**src/rtl/pxu_pkg.sv**
```systemverilog
package pxu_pkg;
  localparam int IDX_W = 8;

  localparam logic [1:0] REG_MODE  = 2'd0;
  localparam logic [1:0] REG_WIDTH = 2'd1;
  localparam logic [1:0] REG_PAGE  = 2'd2;
  localparam logic [1:0] REG_ORDER = 2'd3;

  typedef enum logic [1:0] {
    BPP1 = 2'd0,
    BPP2 = 2'd1,
    BPP4 = 2'd2,
    BPP8 = 2'd3
  } bpp_e;

  typedef struct packed {
    logic             vga;
    bpp_e             bpp;
    logic [2:0]       wcode;
    logic [IDX_W-1:0] page;
    logic             big;
  } cfg_t;

  // merge the pixel field under the page prefix
  function automatic logic [IDX_W-1:0] form_index(input logic [IDX_W-1:0] field,
                                                  input bpp_e bpp,
                                                  input logic [IDX_W-1:0] page);
    logic [IDX_W-1:0] r;
    case (bpp)
      BPP1:    r = {page[7:1], field[0]};
      BPP2:    r = {page[7:2], field[1:0]};
      BPP4:    r = {page[7:4], field[3:0]};
      default: r = field;
    endcase
    return r;
  endfunction
endpackage

```
**src/rtl/pxu_cfg.sv**
```systemverilog
module pxu_cfg
  import pxu_pkg::*;
#(
  parameter logic [2:0] MAX_WCODE = 3'd4
) (
  input  logic       clk,
  input  logic       rst_n,
  input  logic       we,
  input  logic [1:0] addr,
  input  logic [7:0] wdata,
  input  logic       take,
  output cfg_t       nxt,
  output logic       act_vga,
  output bpp_e       act_bpp,
  output logic [7:0] act_page
);
  cfg_t shd;

  always_ff @(posedge clk) begin
    if (!rst_n) begin
      shd.vga   <= 1'b1;
      shd.bpp   <= BPP8;
      shd.wcode <= MAX_WCODE;
      shd.page  <= '0;
      shd.big   <= 1'b0;
    end else if (we) begin
      case (addr)
        REG_MODE: begin
          shd.vga <= wdata[7];
          shd.bpp <= bpp_e'(wdata[1:0]);
        end
        REG_WIDTH: shd.wcode <= wdata[2:0];
        REG_PAGE:  shd.page  <= wdata;
        default:   shd.big   <= wdata[0];
      endcase
    end
  end

  // clamp the width code and resolve the narrow-bus/deep-pixel clash
  always_comb begin
    nxt = shd;
    if (shd.wcode > MAX_WCODE) nxt.wcode = MAX_WCODE;
    if (nxt.wcode == 3'd0 && nxt.bpp == BPP8) nxt.wcode = 3'd1;
  end

  always_ff @(posedge clk) begin
    if (!rst_n) begin
      act_vga  <= 1'b1;
      act_bpp  <= BPP8;
      act_page <= '0;
    end else if (take) begin
      act_vga  <= nxt.vga;
      act_bpp  <= nxt.bpp;
      act_page <= nxt.page;
    end
  end
endmodule

```
**src/rtl/pxu_prep.sv**
```systemverilog
module pxu_prep #(
  parameter int BUS_W = 64
) (
  input  logic [BUS_W-1:0] word,
  input  logic [2:0]       wcode,
  input  logic             big,
  output logic [BUS_W-1:0] aligned
);
  localparam int NW = $clog2(BUS_W / 4) + 1;

  logic [NW-1:0][BUS_W-1:0] cand;

  for (genvar k = 0; k < NW; k++) begin : g_width
    localparam int W = 4 << k;
    for (genvar i = 0; i < BUS_W; i++) begin : g_bit
      if (i < W) begin : g_in
        assign cand[k][i] = big ? word[W-1-i] : word[i];
      end else begin : g_out
        assign cand[k][i] = 1'b0;
      end
    end
  end

  always_comb begin
    aligned = cand[NW-1];
    for (int k = 0; k < NW; k++) begin
      if (wcode == 3'(k)) aligned = cand[k];
    end
  end
endmodule

```
**src/rtl/pxu_shift.sv**
```systemverilog
module pxu_shift
  import pxu_pkg::*;
#(
  parameter int BUS_W = 64,
  parameter int CNT_W = 7
) (
  input  logic             clk,
  input  logic             rst_n,
  input  logic             load,
  input  logic [BUS_W-1:0] load_word,
  input  logic [CNT_W-1:0] load_cnt,
  input  logic             advance,
  input  bpp_e             bpp,
  output logic [IDX_W-1:0] field,
  output logic [CNT_W-1:0] cnt
);
  logic [BUS_W-1:0] hold;

  always_ff @(posedge clk) begin
    if (!rst_n) begin
      hold <= '0;
      cnt  <= '0;
    end else if (load) begin
      hold <= load_word;
      cnt  <= load_cnt;
    end else if (advance) begin
      cnt <= cnt - CNT_W'(1);
      case (bpp)
        BPP1:    hold <= hold >> 1;
        BPP2:    hold <= hold >> 2;
        BPP4:    hold <= hold >> 4;
        default: hold <= hold >> 8;
      endcase
    end
  end

  assign field = hold[IDX_W-1:0];
endmodule

```
**src/rtl/pxu_unpack.sv**
```systemverilog
module pxu_unpack
  import pxu_pkg::*;
#(
  parameter int BUS_W = 64
) (
  input  logic             clk,
  input  logic             rst_n,
  input  logic             cfg_we,
  input  logic [1:0]       cfg_addr,
  input  logic [7:0]       cfg_wdata,
  input  logic             pix_valid,
  output logic             pix_ready,
  input  logic [BUS_W-1:0] pix_data,
  input  logic             vga_valid,
  output logic             vga_ready,
  input  logic [7:0]       vga_data,
  input  logic             vga_blank,
  input  logic             vga_hsync,
  input  logic             vga_vsync,
  output logic             out_valid,
  input  logic             out_ready,
  output logic [7:0]       out_index,
  output logic             out_blank,
  output logic             out_hsync,
  output logic             out_vsync
);
  localparam int         NW        = $clog2(BUS_W / 4) + 1;
  localparam logic [2:0] MAX_WCODE = 3'(NW - 1);
  localparam int         CNT_W     = $clog2(BUS_W) + 1;

  cfg_t             nxt_cfg;
  logic             act_vga;
  bpp_e             act_bpp;
  logic [7:0]       act_page;
  logic             take;
  logic             accept;
  logic             pix_fire;
  logic [BUS_W-1:0] aligned;
  logic [CNT_W-1:0] wbits;
  logic [CNT_W-1:0] ppw;
  logic [CNT_W-1:0] pix_cnt;
  logic [IDX_W-1:0] field;
  logic [IDX_W-1:0] pix_index;

  pxu_cfg #(.MAX_WCODE(MAX_WCODE)) u_cfg (
    .clk      (clk),
    .rst_n    (rst_n),
    .we       (cfg_we),
    .addr     (cfg_addr),
    .wdata    (cfg_wdata),
    .take     (take),
    .nxt      (nxt_cfg),
    .act_vga  (act_vga),
    .act_bpp  (act_bpp),
    .act_page (act_page)
  );

  pxu_prep #(.BUS_W(BUS_W)) u_prep (
    .word    (pix_data),
    .wcode   (nxt_cfg.wcode),
    .big     (nxt_cfg.big),
    .aligned (aligned)
  );

  assign wbits = CNT_W'(4) << nxt_cfg.wcode;
  assign ppw   = wbits >> nxt_cfg.bpp;

  // a word enters when the holder is empty or drains this cycle
  assign pix_ready = !nxt_cfg.vga && !act_vga &&
                     (pix_cnt == '0 || (pix_cnt == CNT_W'(1) && out_ready));
  assign accept    = pix_valid && pix_ready;
  assign pix_fire  = !act_vga && (pix_cnt != '0) && out_ready;
  assign take      = accept || (pix_cnt == '0);

  pxu_shift #(.BUS_W(BUS_W), .CNT_W(CNT_W)) u_shift (
    .clk       (clk),
    .rst_n     (rst_n),
    .load      (accept),
    .load_word (aligned),
    .load_cnt  (ppw),
    .advance   (pix_fire),
    .bpp       (act_bpp),
    .field     (field),
    .cnt       (pix_cnt)
  );

  assign pix_index = form_index(field, act_bpp, act_page);

  always_comb begin
    if (act_vga) begin
      out_valid = vga_valid;
      out_index = vga_data;
      out_blank = vga_blank;
      out_hsync = vga_hsync;
      out_vsync = vga_vsync;
      vga_ready = out_ready;
    end else begin
      out_valid = (pix_cnt != '0);
      out_index = pix_index;
      out_blank = 1'b0;
      out_hsync = 1'b0;
      out_vsync = 1'b0;
      vga_ready = 1'b0;
    end
  end
endmodule

```
**config.mk**
```make
export PLATFORM = sky130hd
export DESIGN_NAME = pxu_unpack
export DESIGN_NICKNAME = d
export VERILOG_FILES = /design/src/rtl/pxu_pkg.sv /design/src/rtl/pxu_cfg.sv /design/src/rtl/pxu_prep.sv /design/src/rtl/pxu_shift.sv /design/src/rtl/pxu_unpack.sv
export SDC_FILE = /design/constraint.sdc
export NUM_CORES = 1
export LEC_CHECK = 0
export ABC_AREA = 1
export CORE_MARGIN = 4
export CORE_UTILIZATION = 40
export DETAILED_ROUTE_END_ITERATION = 6
export PLACE_DENSITY = 0.6
export SYNTH_ARGS = -nofsm -noshare
export SYNTH_HDL_FRONTEND = slang
export SYNTH_SLANG_ARGS = --single-unit
```
**constraint.sdc**
```tcl
create_clock -name clk -period 3.2 [get_ports clk]
set_clock_uncertainty 0.1 [all_clocks]
set_input_delay 0.8 -clock clk [delete_from_list [all_inputs] [get_ports clk]]
set_output_delay 0.8 -clock clk [all_outputs]
set_load 0.01 [all_outputs]
```
==> flow_summary.json, run 1 <==
{
  "grt_max_degree": 97,
  "path_buf_inv": 4,
  "yosys_register_bits": 95,
  "cts_made_buffers": 9,
  "post-route-util": 0.485,
  "io_buffers": 104,
  "drv_slew": 0,
  "cts.clk_slew.worst_paths_ns": 0.08,
  "htreeDepth": 3,
  "core_mm2": 0.0188,
  "synth_area_per_cell_um2": 5.74,
  "drtAntennaViolNets": 0,
  "drive_gt1_frac": 0.0651,
  "synth_edf_count": 0,
  "io-pin-count": 105,
  "grt-ovfl-total": 0,
  "start_util": 0.408,
  "powerDensity_mw_per_mm2": 323,
  "syn_nets": 1433,
  "crit_type": "in2out",
  "run_status": "complete, no violations",
  "nets": 1486,
  "path_cells": "clkdlybuf4s50_1, buf_4, nand2_1, inv_1, clkdlybuf4s50_1",
  "yosysSeqAreaShare": 0.247,
  "critical_path_arrival_ns": 2.08,
  "cp_max_fo": 3,
  "setup_viol": 0,
  "path_delay_family": "buffers and inverters",
  "cpPeakStageDelay_ns": 0.53,
  "relSlewSlack": 0.326,
  "synth.distinct_cells": 39,
  "syn_area_mm2": 0.00769,
  "fillers": 2042,
  "whs_path_depth": 2,
  "wl_met3_um": 1980,
  "synthCells": 1340,
  "cts_setup_buffers": 0,
  "drt-total-wl_um": 29000,
  "clockBufferDepth": 2,
  "cp-end-kind": "output port",
  "cts_tree": "done",
  "wl_met2_um": 13300,
  "worst-path-stages": 5,
  "grt_pass1_vias": 8427,
  "die_x_um": 147,
  "crit_top_cell": "clkdlybuf4s50_1",
  "clock-root-buffer": "clkbuf_16",
  "critical-path-slowest-cell": "clkdlybuf4s50_1",
  "synth.area.top_cells": "dfxtp_1, nand2_1, o21ai_0",
  "globalplace.congestion": 0.950,
  "final_cell_mix": "nand2_1, nor2_1, o21ai_0",
  "dp_hpwl_um": 21300,
  "fin_crit_sh": 0.931,
  "worstSkewPairLatency_ns": 0.36,
  "drc": 0,
  "hold_viol_final": 0,
  "hold_ws_ns": 0.388,
  "wl_per_cell_um": 17.5,
  "grt_antenna_before_repair": 0,
  "synth.top_cell.area_share": 0.247,
  "layout_commonest_cell": "nand2_1",
  "yosys_most_used_dff": "dfxtp_1",
  "die_h_um": 147,
  "vias": 9056,
  "rows": 50,
  "r2r_cells": 10,
  "worst_slew_pin_slew_ns": 1.01,
  "design.die.area_mm2": 0.0215,
  "areaGrowthSynthToFinish_pct": 18.7,
  "grtUsageTotal": 0.266,
  "postCtsHoldBufs": 0,
  "synth-warning-count": 0,
  "maxCapViolations": 0,
  "top_layer": "met4",
  "ir_worst_vdd_mv": 0.293,
  "grt_pass1_wl_um": 45900,
  "rsz0062_at_grt": "no",
  "antenna_cells": 0,
  "min_period_ns": 2.98,
  "async_flop_share": 0,
  "m1WireLength_um": 12300,
  "cts_sinks": 95,
  "drt-initial-drc-count": 866,
  "hold_class": "reg2reg",
  "startpoint_type": "input port",
  "synth_top_area_cell": "dfxtp_1",
  "max_freq_ghz": 0.336,
  "first_pass_iters": 6,
  "power.leakage_nw": 3.83,
  "viasPerCell": 5.46,
  "crit_required_ns": 2.30
}
==> final timing paths <==
| path | from | end | slack (ns) |
|---|---|---|---|
| worst min-delay path | u_cfg.nxt[8] | u_cfg.act_page[7] | 0.39 |
| worst max-delay path | out_ready | vga_ready | 0.22 |
| worst min register to register | u_cfg.nxt[8] | u_cfg.act_page[7] | 0.39 |
| worst max register to register | u_cfg.shd[11] | u_shift.hold[21] | 0.91 |
==> where the power goes <==
group | internal (mW) | switching, mW
clock network | 0.635 | 0.553
registers | 1.20 | 0.0179
logic | 0.223 | 0.323
==> kinds of logic (layout without fill, tap and decap cells) <==
family,Yosys count,after routing,share of synthesized area
xor gates and xnor gates,1,1,0.00114
AOI/OAI and AO/OA,321,321,0.237
buffers and inverters,205,263,0.119
and+or+nand+nor,716,716,0.393
DFF,95,95,0.247
adders and majority gates,2,2,0.00325
==> worst reg2reg max path, stage by stage, from the launching register on <==
cell and delay [ns]:
dfxtp_1 0.30, buf_4 0.21, inv_2 0.08, nand2_1 0.13, nor2_2 0.42, inv_1 0.35, o22ai_1 0.25, inv_1 0.13
nor2_1 0.13, nor2_1 0.06, nor2_1 0.07
==> layer usage <==
layer / track usage / up-vias
met3: 0.0366 / 60
li1: - / 4498
met5: 0 / -
met4: 0.119 / 0
met2: 0.428 / 345
met1: 0.354 / 4153
==> timing repair <==
action	4_1_cts	5_1_grt
endpoints found under the hold margin	0	0
gates resized for setup	1	0
setup endpoints to repair	1	0
==> layout make-up <==
cell class / instances / area [µm²] / area share
sequential: 95 / 1900 / 0.208
clock buffer: 9 / 225 / 0.0247
clock inverter: 7 / 97.6 / 0.0107
multi-input combinational: 1040 / 4870 / 0.534
timing repair buffer: 130 / 1270 / 0.139
inverter: 117 / 439 / 0.0481
tap: 260 / 325 / 0.0356
==> Yosys cell counts, types with 2 or more instances <==
cell / instances
nand2_4: 2
a21oi_1: 87
nor2_2: 4
o211ai_1: 24
inv_2: 9
buf_2: 36
buf_1: 2
clkbuf_1: 31
nand2_1: 454
nor3_1: 2
o221ai_1: 4
a21boi_0: 2
o22ai_1: 15
a21oi_2: 2
o21ai_0: 136
o21a_1: 3
nand3_1: 51
nor2_8: 2
dfxtp_1: 95
ha_1: 2
o21ai_1: 20
nor2_4: 4
or2_0: 4
nand4_1: 31
clkbuf_2: 2
buf_4: 9
nand2_2: 20
nand3_4: 2
o2111ai_1: 21
a31oi_1: 5
nor2_1: 138
inv_1: 108
buf_6: 7
==> stage by stage <==
step                      std cells  power (mW)  setup WS [ns]  instance area, µm²  setup TNS [ns]
after global placement         1642        1.79        -0.0617                8810         -0.0617
after CTS                      1658        2.97          0.201                9130               0
final                          1658        2.95          0.221                9130               0
after global routing           1658        3.07          0.126                9130               0
after floorplan                1340        1.52           1.05                7690               0
after detailed placement       1642        1.79        -0.0710                8810         -0.0710
==> sequential cells by signal, indices dropped and copies added (netlist names) <==
signal          cells
u_cfg.shd           3
u_cfg.act_bpp       2
u_cfg.nxt          11
u_shift.cnt         7
u_cfg.act_vga       1
u_cfg.act_page      7
u_shift.hold       64
(Power assumes the default switching activity.)
==> run 2, diff against run 1 <==
--- a/config.mk
+++ b/config.mk
@@ -6,7 +6,7 @@
 export NUM_CORES = 1
 export LEC_CHECK = 0
 export ABC_AREA = 1
-export CORE_MARGIN = 4
+export CORE_MARGIN = 3
 export CORE_UTILIZATION = 40
 export DETAILED_ROUTE_END_ITERATION = 6
 export PLACE_DENSITY = 0.6
==> flow_summary.json, run 2 (synthesis results as in run 1) <==
{
  "run_status": "complete, no violations",
  "worst_slew_pin_slew_ns": 0.693,
  "p_int_mw": 2.03,
  "crit_required_ns": 2.30,
  "tns_ns": 0,
  "startpoint_type": "input port",
  "grt-ovfl-total": 0,
  "nets": 1493,
  "r2r_cells": 8,
  "grt_pass1_vias": 8120,
  "htreeDepth": 3,
  "drv_slew": 0,
  "hold_ws_ns": 0.385,
  "power.leakage_nw": 3.84,
  "critical_path_arrival_ns": 2.09,
  "setup_viol": 0,
  "start_util": 0.410,
  "rrSetupSlack_ns": 0.78,
  "ir_worst_vdd_mv": 0.288,
  "max_freq_ghz": 0.335,
  "drc": 0,
  "grt_max_degree": 97,
  "cts_sinks": 95,
  "p_sw_frac": 0.299,
  "grtUsageTotal": 0.278,
  "powerDensity_mw_per_mm2": 318,
  "crit_type": "in2out",
  "cp-end-kind": "output port",
  "rr_endpoint": "u_shift.hold[22]",
  "dp_hpwl_um": 21500,
  "postCtsHoldBufs": 0,
  "hold_class": "reg2reg",
  "relSlewSlack": 0.537,
  "grt_antenna_before_repair": 0,
  "drtAntennaViolNets": 0,
  "hold_viol_final": 0,
  "combPwrFrac": 0.189,
  "drt-initial-drc-count": 862,
  "final_cell_mix": "nand2_1, nor2_1, o21ai_0",
  "min_period_ns": 2.99,
  "largest_reg_flops": 64,
  "viasPerCell": 5.51,
  "drt-total-wl_um": 29200,
  "cts_setup_buffers": 0,
  "cts_made_buffers": 9,
  "cp_max_fo": 3,
  "layout_commonest_cell": "nand2_1",
  "startpoint": "out_ready",
  "drive_gt1_frac": 0.0691,
  "power.switching_uw": 866,
  "worstSkewPairLatency_ns": 0.36,
  "largest_register": "u_shift.hold",
  "rows": 50,
  "die_h_um": 145,
  "post_cts_resized": 1,
  "antenna_cells": 0,
  "clockBufferDepth": 2,
  "first_pass_iters": 6,
  "wl_per_cell_um": 17.8,
  "seq_power_share": 0.422,
  "crit_path_end": "vga_ready",
  "fin_ws_ns": 0.211,
  "rsz0062_at_grt": "no",
  "pre_cts_slack_ns": -0.0213,
  "io-pin-count": 105,
  "grt_pass1_wl_um": 45000,
  "globalplace.congestion": 0.966,
  "design.die.area_mm2": 0.0209,
  "fin_crit_sh": 0.934,
  "fillers": 2039,
  "maxCapViolations": 0,
  "vias": 9030,
  "die_x_um": 145,
  "io_buffers": 104,
  "core_mm2": 0.0188,
  "whs_path_depth": 2,
  "dpl_cell_area_mm2": 0.00882,
  "r2r-start": "u_cfg.shd[9]",
  "clkPwrFrac": 0.389,
  "areaGrowthSynthToFinish_pct": 18.5,
  "clock-root-buffer": "clkbuf_16",
  "cts.clk_slew.worst_paths_ns": 0.07,
  "cts_tree": "done",
  "design_area_mm2": 0.00911
}
## run 2: metal layers
metal / global-route usage / part of all wire / vias up
met3: 0.0384 / 0.059 / 48
met4: 0.0938 / 0.031 / 0
met2: 0.458 / 0.47 / 327
li1: - / - / 4510
met5: 0 / 0 / -
met1: 0.374 / 0.44 / 4145
## run 2: worst min-delay path by stage
stage	from	end
detailed placement	u_cfg.nxt[5]	u_cfg.act_page[4]
global route	u_cfg.nxt[7]	u_cfg.act_page[6]
global placement	u_cfg.nxt[6]	u_cfg.act_page[5]
finish	u_cfg.nxt[5]	u_cfg.act_page[4]
floorplan	u_cfg.nxt[2]	u_cfg.act_page[1]
CTS	u_cfg.nxt[5]	u_cfg.act_page[4]
## run 2: worst max-delay path, stage by stage
cell	delay [ns]
clkdlybuf4s50_1	0.51
buf_4	0.15
nand2_1	0.05
inv_1	0.05
clkdlybuf4s50_1	0.53
## run 2: power by group through the flow
stage                     combinational (mW)  sequential (mW)  clock (mW)
final                                  0.548             1.22        1.13
after detailed placement               0.541             1.25           0
after CTS                              0.543             1.22        1.13
after global placement                 0.540             1.25           0
after global routing                   0.596             1.23        1.18
after floorplan                        0.288             1.24           0
## run 2: area by class of cell
cell class	instances	area, µm²	area share
clock inverter	6	67.6	0.00742
multi-input combinational	1040	4870	0.535
inverter	117	439	0.0482
timing repair buffer	137	1310	0.144
clock buffer	9	225	0.0247
tap	234	293	0.0321
sequential	95	1900	0.209
## run 2: through the flow
stage | instances | utilization | total power, mW
2_1_floorplan | 1340 | - | 1.52
3_3_place_gp | 1623 | 0.470 | 1.79
3_5_place_dp | 1623 | 0.470 | 1.79
4_1_cts | 1638 | 0.485 | 2.90
5_1_grt | 1638 | 0.485 | 3.00
6_report | 1638 | 0.485 | 2.90
==> run 3, diff against run 2 <==
--- a/config.mk
+++ b/config.mk
@@ -8,6 +8,7 @@
 export ABC_AREA = 1
 export CORE_MARGIN = 3
 export CORE_UTILIZATION = 40
+export CTS_CLUSTER_DIAMETER = 80
 export DETAILED_ROUTE_END_ITERATION = 6
 export PLACE_DENSITY = 0.6
 export SYNTH_ARGS = -nofsm -noshare
==> results of run 3 <==
The final DEF is identical to that of run 2; final timing and power are the same.
